### config.mk
export PLATFORM = sky130hd
export DESIGN_NAME = cfg_mgr_regs
export DESIGN_NICKNAME = d
export VERILOG_FILES = /design/src/rtl/cfg_mgr_regs.sv
export SDC_FILE = /design/constraint.sdc
export NUM_CORES = 1
export LEC_CHECK = 0
export ABC_CLOCK_PERIOD_IN_PS = 2000
export BUFFER_PORTS_ARGS = -buffer_cell sky130_fd_sc_hd__buf_2
export CAP_MARGIN = 5
export CORE_MARGIN = 2
export CORE_UTILIZATION = 35
export CTS_CLUSTER_DIAMETER = 50
export DETAILED_ROUTE_END_ITERATION = 8
export MAX_ROUTING_LAYER = met4
export PLACE_DENSITY = 0.63
export SYNTH_ARGS = -nofsm -noshare
export SYNTH_HDL_FRONTEND = slang
export SYNTH_SLANG_ARGS = --single-unit
### constraint.sdc
create_clock -name clk -period 2 [get_ports clk]
set_input_delay 0.2 -clock clk [delete_from_list [all_inputs] [get_ports clk]]
set_output_delay 0.2 -clock clk [all_outputs]
set_load 0.02 [all_outputs]
### src/rtl/cfg_mgr_regs.sv
module cfg_mgr_regs #(
  parameter int ADDR_W = 12,
  parameter int CNT_W  = 16
) (
  input  logic              clk,
  input  logic              rst_n,
  input  logic              wr_en_i,
  input  logic              rd_en_i,
  input  logic [ADDR_W-1:0] addr_i,
  input  logic [31:0]       wdata_i,
  output logic [31:0]       rdata_o,
  output logic              rvalid_o,
  input  logic [4:0]        msel_i,
  input  logic [7:0]        cfg_flags_i,
  input  logic [2:0]        pin_sense_i,
  input  logic              power_ok_i,
  output logic [9:0]        ctrl_o,
  output logic              ncfg_n_o,
  output logic              dclk_o,
  output logic [11:0]       irq_pend_o
);
  localparam logic [ADDR_W-1:0] OFF_STAT = ADDR_W'('h000);
  localparam logic [ADDR_W-1:0] OFF_CTRL = ADDR_W'('h004);
  localparam logic [ADDR_W-1:0] OFF_CNT  = ADDR_W'('h008);
  localparam logic [ADDR_W-1:0] OFF_DST  = ADDR_W'('h00C);
  localparam logic [ADDR_W-1:0] OFF_ACK  = ADDR_W'('h84C);
  localparam logic [ADDR_W-1:0] OFF_MON  = ADDR_W'('h850);
  localparam int MON_W = 12;

  logic [2:0]       mode_q;
  logic [9:0]       ctrl_q;
  logic [CNT_W-1:0] rem_q;
  logic             dclk_q, done_q;
  logic [MON_W-1:0] mon_q, pend_q;
  logic [31:0]      rd_mux;

  wire [MON_W-1:0] mon_w = {power_ok_i, pin_sense_i, cfg_flags_i};
  wire wr_stat = wr_en_i && addr_i == OFF_STAT;
  wire wr_ctrl = wr_en_i && addr_i == OFF_CTRL;
  wire wr_cnt  = wr_en_i && addr_i == OFF_CNT;
  wire wr_dst  = wr_en_i && addr_i == OFF_DST;
  wire wr_ack  = wr_en_i && addr_i == OFF_ACK;
  wire last_fall = dclk_q && rem_q == CNT_W'(1);

  assign ctrl_o     = ctrl_q;
  assign ncfg_n_o   = ~(ctrl_q[0] & ctrl_q[2]);
  assign dclk_o     = dclk_q;
  assign irq_pend_o = pend_q;

  always_ff @(posedge clk or negedge rst_n) begin
    if (!rst_n) begin
      mode_q <= 3'd5;
      ctrl_q <= 10'h200;
    end else begin
      if (wr_stat) mode_q <= wdata_i[2:0];
      if (wr_ctrl) ctrl_q <= wdata_i[9:0];
    end
  end

  always_ff @(posedge clk or negedge rst_n) begin
    if (!rst_n) begin
      rem_q  <= '0;
      dclk_q <= 1'b0;
    end else if (wr_cnt) begin
      rem_q  <= wdata_i[CNT_W-1:0];
      dclk_q <= 1'b0;
    end else if (rem_q != '0) begin
      dclk_q <= ~dclk_q;
      if (dclk_q) rem_q <= rem_q - CNT_W'(1);
    end
  end

  always_ff @(posedge clk or negedge rst_n) begin
    if (!rst_n)                     done_q <= 1'b0;
    else if (last_fall && !wr_cnt)  done_q <= 1'b1;
    else if (wr_dst && wdata_i[0])  done_q <= 1'b0;
  end

  always_ff @(posedge clk or negedge rst_n) begin
    if (!rst_n) begin
      mon_q  <= '0;
      pend_q <= '0;
    end else begin
      mon_q  <= mon_w;
      pend_q <= (pend_q & ~(wr_ack ? wdata_i[MON_W-1:0] : '0)) | (mon_w ^ mon_q);
    end
  end

  always_comb begin
    rd_mux = '0;
    case (addr_i)
      OFF_STAT: rd_mux = {24'd0, msel_i, mode_q};
      OFF_CTRL: rd_mux = {22'd0, ctrl_q};
      OFF_CNT:  rd_mux = 32'(rem_q);
      OFF_DST:  rd_mux = {31'd0, done_q};
      OFF_MON:  rd_mux = 32'(mon_w);
      default:  rd_mux = '0;
    endcase
  end

  always_ff @(posedge clk or negedge rst_n) begin
    if (!rst_n) begin
      rdata_o  <= '0;
      rvalid_o <= 1'b0;
    end else begin
      rdata_o  <= rd_en_i ? rd_mux : '0;
      rvalid_o <= rd_en_i;
    end
  end
endmodule

==> Yosys cells after proc, flatten, opt, wreduce, memory -nomap -nowiden <==
Index checks and enable logic that the tools add are counted.
{ "word_totals": {"wordCells": 48, "register_bits": 88} }
{ "classes": {"bitwise": 7, "addsub": 1, "n_eq_ne": 6, "mux": 10, "n_reduce_logical": 15} }
{ "op_table": {"columns": ["operator", "count"], "rows": [
  ["case mux 16 bit (5 select lines)", 1],
  ["2-to-1 mux 16 bit", 3],
  ["2-to-1 mux 32 bit", 1],
  ["== test 12 bit, second input constant", 2],
  ["== test 12 x 4 -> 1 bit, second input constant", 2],
  ["== test 16 x 1 -> 1 bit, second input constant", 1],
  ["nonzero test 16 bit", 1],
  ["subtractor 16 x 1 -> 16 bit, second input constant", 1],
  ["bitwise AND 12 bit", 1],
  ["== test 12 x 3 -> 1 bit, second input constant", 1],
  ["logical NOT 12 bit", 1],
  ["2-to-1 mux 12 bit", 1],
  ["inverter 12 bit", 1],
  ["OR 12 bit", 1],
  ["XOR 12 bit", 1],
  ["logical AND 1 bit", 8],
  ["nonzero test 2 bit", 3],
  ["2-to-1 mux 1 bit", 4],
  ["inverter 1 bit", 2],
  ["AND reduction 2 bit", 1],
  ["bitwise AND 1 bit", 1],
  ["logical NOT 1 bit", 1]
]} }

==> Longest topological paths before layout <==
Gate-level depths: netlist (run 1).
{ "logic_depth": {"depth_word": 6, "ltp_mapped": 7, "ltp_nobuf": 7} }

==> Least setup slack after synthesis (run 1) <==
No wires, ideal clock.
{ "synth_timing": {"path_type": "register to register", "start": "register rem_q[5]", "end": "register rem_q[9]", "setup_ps": 125, "arrival_time_ps": 1680, "path_buffers": 0, "slack_ps": 195, "stages_incl_launch_ff": 6, "synth_period_minus_slack_ps": 1805, "t_required_ps": 1875, "path_cell_list": "dfrtp_1 -> or4_4 -> nor2_2 -> nand3_1 -> a22o_1 -> mux2_2"} }
{ "synth_via": {"elab_chain_len": 4} }
{ "synth_rtl": {"columns": ["item", "line_no", "text"], "rows": [
  ["from (decl)", "32", "logic [CNT_W-1:0] rem_q;"],
  ["from (signal assigned)", "65", "rem_q <= wdata_i[CNT_W-1:0];"],
  ["from (signal assigned)", "69", "if (dclk_q) rem_q <= rem_q - CNT_W'(1);"],
  ["subtractor 16 x 1 -> 16 bit", "69", null],
  ["2-to-1 mux 16 bit", "69", null],
  ["2-to-1 mux 16 bit", "67", "end else if (rem_q != '0) begin"],
  ["2-to-1 mux 16 bit", "64", "end else if (wr_cnt) begin"]
]} }
Several ways; a longest one is shown, not always the timed one. The select of a mux whose other input is x is not followed.
A chain may end at the register's enable or synchronous reset.

==> Worst setup path in the final report (run 1) <==
{ "layout_timing": {"start": "register rem_q[3]", "end": "register rem_q[15]"} }
Same word-level chain as after synthesis.

==> metrics.cfg, run 1 <==
[placement]
portBuffers=89
hpwl_microns=6182
place_inst=545
gp_congestion=0.8441

[sta]
skew_ps=13.40
tns_ps=0
period_share_pct=94.17
final.min_clock_period_ps=1883
finalHoldViolations=0
setup-violations-final=0
fmax_ghz=0.5310
holdWs_ps=16.78
slew_viol_final=0
rsz0062_at_grt=no

[clock_network]
clockRootBuffer=clkbuf_8
clock_path_buffers=2
cts_inserted_buffers=9
worst_skew_pair.late_latency_ps=350
path_clk_slew_ps=90
htree_levels=3
cts_resized=0
clock_sinks=72
cts_tree=done

[logic_synthesis]
synth_seq_cells=72
synth.area.top_cells=dfrtp_1 (47%), xor2_1 (5.3%), mux2_4 (4.1%)
yosys_warnings=0
netlist_area_sq_mm=0.003640
yosys.area.top_type=dfrtp_1
synth_top_area_share_pct=47.44
synth_compound_area_share_pct=9.728
ys.flop_type=dfrtp_1
yosysSeqAreaShare_pct=49.60
synthDistinctLibCells=61
avgSynthCellArea_sq_um=11.48
synthSimpleGateAreaFrac_pct=19.83
synthAdderAreaFrac_pct=1.031
synth_edf_count=0
synth_top_family_by_area=simple AND/OR/NAND/NOR gates
asyncSetResetFlopFracSynth_pct=100.0
synthMuxAreaShare_pct=8.491
synthXorXnorAreaFrac_pct=5.535
synthesis.instances=317

[cells_and_area]
fillers=979
fin_cells=575
drive_above_1_share_pct=36.90
insertedDiodeCount=0
nNetsFinal=502
syn_to_final_growth_pct=26.40

[die]
die_area_sq_mm=0.01123
num_rows=37
floorplan.core_area_sq_mm=0.01023
start_util_pct=35.58
io_pins=122
die-width_microns=106.0
fp.dieH_microns=106.0

[min_path]
holdPathStages=1
hold_path.class=in2reg

[worst_setup_path]
end_kind=register
cp.required_ps=2220
crit_type=reg2reg
crit_path_max_fanout=7
arrival_ps=2100
start_kind=register
reg2reg_depth=5

[detailed_routing]
vias=2751
drc=0
wire_per_inst_microns=14.89
drtPass1Iterations=4
finalWirelength_microns=8562
ant_nets=0
first_iter_violations=135
vias_per_cell=4.784

[pwr]
p_leak_nw=2.112
p_per_area_mw_per_mm2=720.5
ir_drop_mv=0.3498

[outcome]
outcome=finished clean

[global_route]
grtUsageTotal_pct=16.20
grt_start_max_net_pins=42
grt_overflow=0
grt_pass1_wl_microns=13830
grt_pass1_vias=2811
antenna_found_initial=0

[flow_run]
drv_cap=0

[per-layer routing]
metal / GRT usage, % / wire, microns / vias to the layer above
li1: - / - / 1332
met1: 20.60 / 4005 / 1345
met2: 26.36 / 4092 / 65
met3: 3.801 / 384 / 9
met4: 4.041 / 80 / 0
met5: - / 0 / -
[timing repair]
| action | in CTS | in global routing |
|---|---|---|
| hold endpoints to repair | 41 | 0 |
| endpoints found under the setup margin | 0 | 3 |
| buffers inserted | 0 | 2 |
| hold buffers | 12 | 0 |
[metrics by stage]
| stage | utilization (%) | area (sq um) | power [mW] | setup slack (ps) |
|---|---|---|---|---|
| 2_1_floorplan | - | 3696 | 1.872 | 195.3 |
| 3_3_place_gp | 41.49 | 4245 | 2.046 | 124.4 |
| 3_5_place_dp | 41.49 | 4245 | 2.051 | 107.0 |
| 4_1_cts | 44.82 | 4586 | 3.355 | 71.67 |
| 5_1_grt | 44.97 | 4601 | 3.487 | 5.525 |
| 6_report | 44.97 | 4601 | 3.315 | 116.7 |
[area by class of cell]
type / instances / area (sq um) / area share, %
timing repair buffer: 118 / 708.2 / 15.39
clock inverter: 7 / 96.34 / 2.094
sequential: 72 / 1805 / 39.24
tap: 136 / 170.2 / 3.699
inverter: 2 / 7.507 / 0.1632
multi-input combinational: 231 / 1689 / 36.71
clock buffer: 9 / 123.9 / 2.692
[worst max-delay path, cell delays in order, from the launching register on]
cell	delay [ps]
dfrtp_1	390
or4_4	600
nor3b_4	350
nand4b_1	160
xor2_1	180
a21oi_2	70
[cells by family (layout without fill, tap and decap cells)]
logic type                 Yosys count  in the layout
AOI/OAI and AO/OA                   52             52
xor gates and xnor gates            23             23
adders and majority gates            3              3
buffers and inverters               29            136
DFF                                 72             72
muxes                               24             24
other                                1             16
and+or+nand+nor                    113            113
[sequential cells by signal (all words and copies together), names as in the netlist]
register,flops
ctrl_o,10
dclk_o,1
done_q,1
irq_pend_o,12
mode_q,3
mon_q,12
rdata_o,16
rem_q,16
rvalid_o,1
[worst paths after layout]
path,slack (ps),start,end
worst min register to register,470,irq_pend_o[11],irq_pend_o[11]
worst min-delay path,20,cfg_flags_i[7],mon_q[7]
worst max register to register,120,rem_q[3],rem_q[15]
worst max-delay path,120,rem_q[3],rem_q[15]
min in group asynchronous,350,rst_n,mon_q[11]
max in group asynchronous,1030,rst_n,mode_q[0]
[cells in the final DEF, fill, tap and decap left out, types with 3 or more instances in the layout]
master and instances:
a21o_1 12, a21oi_1 10, a22oi_1 10, and3_1 8
buf_2 88, buf_4 17, clkbuf_8 9, clkinv_4 3
conb_1 16, dfrtp_1 69, dfstp_2 3, dlygate4sd3_1 12
ha_1 3, mux2_2 5, mux2_4 10, mux2i_1 8
nand2_1 18, nand3_1 13, nand3b_1 8, nand4_1 3
nor2_1 22, nor2b_1 9, nor3_1 3, o21ai_0 8
xor2_1 22
[cell usage after synthesis (2+ instances only)]
cell       n
nand3_1   13
mux2_2     5
nor2_1    22
nor2b_1    9
buf_2      3
and4b_1    2
nor4_2     2
a21o_1    12
nand2_1   18
dfrtp_1   69
o21ai_0    8
ha_1       3
mux2_4    10
nor4_1     2
inv_1      2
nor3_1     4
a222oi_1   2
dfstp_2    3
and3_1     8
xor2_1    22
buf_6      4
a31oi_1    2
or2_2      2
nand3b_1   8
nand4_1    3
buf_4     17
a22oi_1   10
clkbuf_1   3
a21oi_1   10
mux2i_1    8
[where the power goes]
part | switching (mW) | internal [mW] | total [mW]
clock | 0.565 | 0.704 | 1.27
sequential | 0.0579 | 1.53 | 1.58
combinational | 0.253 | 0.208 | 0.461
No activity file was read; power rests on OpenSTA's default activity.
==> inputs of run 2 (changes only) <==
- SETUP_SLACK_MARGIN: default -> 0.2
==> run 2 against run 1 <==
  * Wire length up 1.8%
  * Worst setup slack gained 10 ps
  * Total power shrank 6.6%
  * First-iteration DRC count grew 16%
  * Sequential power is essentially flat
  * Die area is the same
  * Critical path type unchanged
  * Critical endpoint is now rem_q[9]
  * Largest power group unchanged
==> metrics.cfg, run 2 (same netlist as run 1, synthesis figures left out) <==
[outcome]
outcome=finished clean

[detailed_routing]
wire_per_inst_microns=15.03
drtPass1Iterations=4
finalWirelength_microns=8719
vias=2770
drc=0
vias_per_cell=4.776
ant_nets=0
first_iter_violations=156

[clock_network]
htree_levels=3
cts_tree=done
clock_sinks=72
cts_inserted_buffers=9
clockRootBuffer=clkbuf_8
clock_path_buffers=2
worst_skew_pair.late_latency_ps=350
path_clk_slew_ps=70

[worst_setup_path]
cp.required_ps=2230
crit_path_max_fanout=8
start_kind=register
arrival_ps=2100
end_kind=register
crit_type=reg2reg

[die]
io_pins=122
num_rows=37
start_util_pct=35.58
die_area_sq_mm=0.01123
floorplan.core_area_sq_mm=0.01023
fp.dieH_microns=106.0
die-width_microns=106.0

[sta]
final.min_clock_period_ps=1873
rsz0062_at_grt=yes
finalHoldViolations=0
tns_ps=0
holdWs_ps=105.3
fmax_ghz=0.5339
slew_viol_final=0
skew_ps=6.592
setup-violations-final=0
period_share_pct=93.64

[global_route]
grt_pass1_vias=2874
antenna_found_initial=0
grt_pass1_wl_microns=14320
grtUsageTotal_pct=16.88
grt_overflow=0
grt_start_max_net_pins=42

[min_path]
hold_path.class=in2reg

[cells_and_area]
nNetsFinal=508
top_regs=rdata_o x16, rem_q x16
final_cell_mix=buf_2 (88), dfrtp_1 (69), nor2_1 (22), xor2_1 (22), buf_4 (20)
layout_commonest_cell=buf_2
syn_to_final_growth_pct=27.54
utilization_pct=45.37
insertedDiodeCount=0
drive_above_1_share_pct=37.61

[pwr]
power.total_mw=3.097
ir_drop_mv=0.3743
p_per_area_mw_per_mm2=667.2
p_leak_nw=2.129

[placement]
gp_congestion=0.8347
portBuffers=89
hpwl_microns=6274

[flow_run]
drv_cap=0

-- run 2: cell type report --
class | count | area (sq um)
Tap cell | 136 | 170.2
Sequential cell | 72 | 1805
Timing Repair Buffer | 124 | 772.0
Inverter | 2 | 7.507
Fill cell | 963 | 5589
Clock inverter | 3 | 18.77
Clock buffer | 12 | 155.1
Multi-Input combinational cell | 231 | 1713
-- run 2: power by group --
group | internal (mW) | total, mW | switching [mW]
combinational | 0.214 | 0.475 | 0.261
sequential | 1.53 | 1.58 | 0.0570
clock | 0.510 | 1.04 | 0.528
-- run 2: per-layer routing --
layer	GRT usage, %	routed length, microns	part of all wire (%)
met5	-	0	0
met4	5.169	93	1.1
met3	4.047	366	4.2
met2	26.77	4175	48
met1	21.59	4084	47
-- run 2: stage by stage --
step / area [sq um] / instances / worst slack [ps]
6_report: 4642 / 580 / 127.1
4_1_cts: 4608 / 579 / 126.3
2_1_floorplan: 3701 / 332 / 206.9
5_1_grt: 4642 / 580 / 54.96
3_5_place_dp: 4288 / 549 / 100.6
3_3_place_gp: 4288 / 549 / 118.0
-- run 2: path summary, 6_finish.rpt --
kind / to / slack, ps / startpoint / depth (start not counted)
min in group asynchronous: rem_q[15] / 350 / rst_n / 2
max in group asynchronous: mode_q[0] / 1020 / rst_n / 3
worst max-delay path: rem_q[9] / 130 / rem_q[3] / 4
worst min-delay path: rvalid_o / 110 / rd_en_i / 1
worst max register to register: rem_q[9] / 130 / rem_q[3] / 4
worst min register to register: irq_pend_o[0] / 470 / irq_pend_o[0] / 1
-- run 2: critical path, stage by stage (launching register included) --
cell      delay, ps
dfrtp_1         380
or4_4           600
nand4b_4        280
a22o_1          240
mux2_4          260
-- run 2: repair_timing --
| action | in CTS | in global routing |
|---|---|---|
| hold endpoints to repair | 41 | 1 |
| setup buffers | 3 | 0 |
| hold buffers | 12 | 1 |
| pin swaps | 13 | 8 |
| resized for setup | 1 | 5 |
| endpoints found under the setup margin | 9 | 16 |
==> inputs of run 3 (changes only) <==
- ABC_AREA: default -> 1
- PLACE_DENSITY: 0.63 -> 0.62
==> run 3 against run 2 <==
  * Cell area rose by 3.1%
  * Worst setup slack gained 220 ps
  * Critical path type unchanged
  * Sequential power increased by 15%
  * Count of clock-buffer cells in the layout down 1
  * Critical endpoint is now rem_q[1]
  * Utilization fell by 1.2 points
  * Worst hold slack worse by 91 ps
  * Die area grew 6.2%
  * Combinational power rose to 3.1 times the previous value
  * Largest power group unchanged
  * Synthesized cell count increased by 55%
  * Register-to-register slack better by 220 ps
  * Highest routed layer unchanged
==> metrics.cfg, run 3 <==
[outcome]
outcome=finished clean

[pwr]
seq_power_share_pct=39.4
netSwitchingPower_mw=1.752
p_leak_nw=2.398
power.total_mw=4.618
intPower_mw=2.865
combPwrFrac_pct=32.2
clkPwrFrac_pct=28.3
p_per_area_mw_per_mm2=965.1
ir_drop_mv=0.4695
swShare_pct=37.95

[clock_network]
htree_levels=3
worst_skew_pair.late_latency_ps=350
postCtsSetupBuffers=0
cts_tree=done
clock_sinks=72
path_clk_slew_ps=80
cts_inserted_buffers=9
clock_path_buffers=2
clockRootBuffer=clkbuf_8

[logic_synthesis]
avgSynthCellArea_sq_um=7.889
netlist_area_sq_mm=0.003874
yosysMostFrequentCell=nand2_1
yosys.area.top_type=dfrtp_1
ys.flop_type=dfrtp_1
synth_top_area_share_pct=44.57
synth.top_cells.by_count=nand2_1 (120), nand3_1 (78), dfrtp_1 (69), nor2_1 (51), inv_1 (48)
synth_seq_cells=72
synth.area.top_cells=dfrtp_1 (45%), nand2_1 (12%), nand3_1 (10%)
yosys_warnings=0
asyncSetResetFlopFracSynth_pct=100.0
synthesis.instances=491
yosysSeqAreaShare_pct=46.61
synthDistinctLibCells=26
synth_edf_count=0

[cells_and_area]
multi_input_area_sq_mm=0.001754
register_area_sq_mm=0.001805
final_cell_mix=nand2_1 (119), buf_2 (89), nand3_1 (77)
utilization_pct=44.14
syn_to_final_growth_pct=23.51
fillers=1128
nNetsFinal=664
drive_above_1_share_pct=23.46
insertedDiodeCount=0
top_regs=rdata_o x16, rem_q x16
layout_commonest_cell=nand2_1

[detailed_routing]
wire_per_inst_microns=13.45
vias_per_cell=4.711
drc=0
first_iter_violations=222
finalWirelength_microns=9964
vias=3491
ant_nets=0
drtPass1Iterations=5

[die]
floorplan.core_area_sq_mm=0.01084
die-width_microns=109.2
io_pins=122
start_util_pct=35.73
fp.dieH_microns=109.2
num_rows=38
die_area_sq_mm=0.01193

[sta]
slew_viol_final=0
skew_ps=15.39
setup-violations-final=0
fmax_ghz=0.6053
finalHoldViolations=0
tns_ps=0
final.min_clock_period_ps=1652
rsz0062_at_grt=no
period_share_pct=82.60

[worst_setup_path]
cp.required_ps=2240
end_kind=register
crit_type=reg2reg
arrival_ps=1890
start_kind=register
crit_path_max_fanout=17

[global_route]
grt_pass1_wl_microns=16330
grt_start_max_net_pins=73
grtUsageTotal_pct=18.17
antenna_found_initial=0
grt_pass1_vias=3408
grt_overflow=0

[flow_run]
drv_cap=0

[placement]
hpwl_microns=7266
portBuffers=89
gp_congestion=0.8658

[min_path]
hold_path.class=in2reg

-- run 3: cell types whose count changed after synthesis, moves of 9 or more --
| cell | previous run | this run |
|---|---|---|
| nand2_1 | 18 | 120 |
| xor2_1 | 22 | 3 |
| nand3_1 | 13 | 78 |
| nor2_1 | 22 | 51 |
| a22oi_1 | 10 | 0 |
| mux2_4 | 10 | 0 |
| nor2b_1 | 9 | 0 |
| o21ai_0 | 8 | 38 |
| xnor2_1 | 1 | 12 |
| a21o_1 | 12 | 0 |
| inv_1 | 2 | 48 |
-- run 3: repair_timing --
item,CTS,global route
hold buffers,12,1
endpoints found under the setup margin,0,12
gates resized for setup,0,8
hold endpoints to repair,80,1
-- run 3: power by group through the flow --
stage	combinational, mW	sequential [mW]	clock, mW
finish	1.49	1.82	1.31
global route	1.73	1.85	1.39
CTS	1.43	1.81	1.33
detailed placement	1.40	1.84	0
global placement	1.38	1.83	0
floorplan	1.14	1.79	0
-- run 3: cell families after synthesis --
| logic type | count (synthesis) | share of synthesized area (%) |
|---|---|---|
| AND/OR/NAND/NOR | 279 | 32.98 |
| buffers and inverters | 79 | 10.43 |
| flip-flops | 72 | 46.61 |
| AO/OA/AOI/OAI | 42 | 5.523 |
| XOR/XNOR | 15 | 3.392 |
| adder cells (fa/ha/maj) | 3 | 0.9691 |
| other | 1 | 0.09681 |
-- run 3: through the flow --
| stage | area (sq um) | hold slack (ps) | setup slack, ps | std cells |
|---|---|---|---|---|
| 2_1_floorplan | 3930 | -95.59 | 506.6 | 506 |
| 3_3_place_gp | 4399 | 255.9 | 264.4 | 712 |
| 6_report | 4785 | 14.58 | 347.9 | 741 |
| 4_1_cts | 4741 | 1.424 | 226.5 | 740 |
| 5_1_grt | 4785 | 2.460 | 225.8 | 741 |
| 3_5_place_dp | 4399 | 261.2 | 242.4 | 712 |
-- run 3: critical path, cell delays in order, from the launching register on --
cell and delay (ps):
dfrtp_1 480, nor2_4 180, nand2_2 100, nor2_4 150, nand3_4 150, nand2_8 170, nand2_4 140, nand2_1 110
nand2_1 50
-- run 3: path summary, 6_finish.rpt --
| check | to | from | cells after the start | slack [ps] |
|---|---|---|---|---|
| setup / recovery | rem_q[1] | rem_q[8] | 8 | 350 |
| hold / removal | mon_q[1] | cfg_flags_i[1] | 1 | 10 |
| setup reg to reg | rem_q[1] | rem_q[8] | 8 | 350 |
| hold reg to reg | irq_pend_o[11] | mon_q[11] | 2 | 480 |
| max in group asynchronous | mode_q[0] | rst_n | 3 | 1230 |
| min in group asynchronous | ctrl_o[3] | rst_n | 3 | 400 |
-- run 3: routing by layer --
metal / vias up / GRT usage, % / part of all wire (%)
li1: 1743 / - / -
met1: 1628 / 24.01 / 48
met2: 108 / 28.75 / 46
met3: 12 / 3.467 / 5.1
met4: 0 / 4.792 / 1.3
met5: - / - / 0
-- run 3: layout make-up --
class                      count  share of cell area [%]
clock buffer                  11                   2.955
inverter                      48                   3.766
sequential                    72                   37.74
tap                          140                   3.661
multi-input combinational    355                   36.66
clock inverter                 5                   1.674
timing repair buffer         110                   13.55
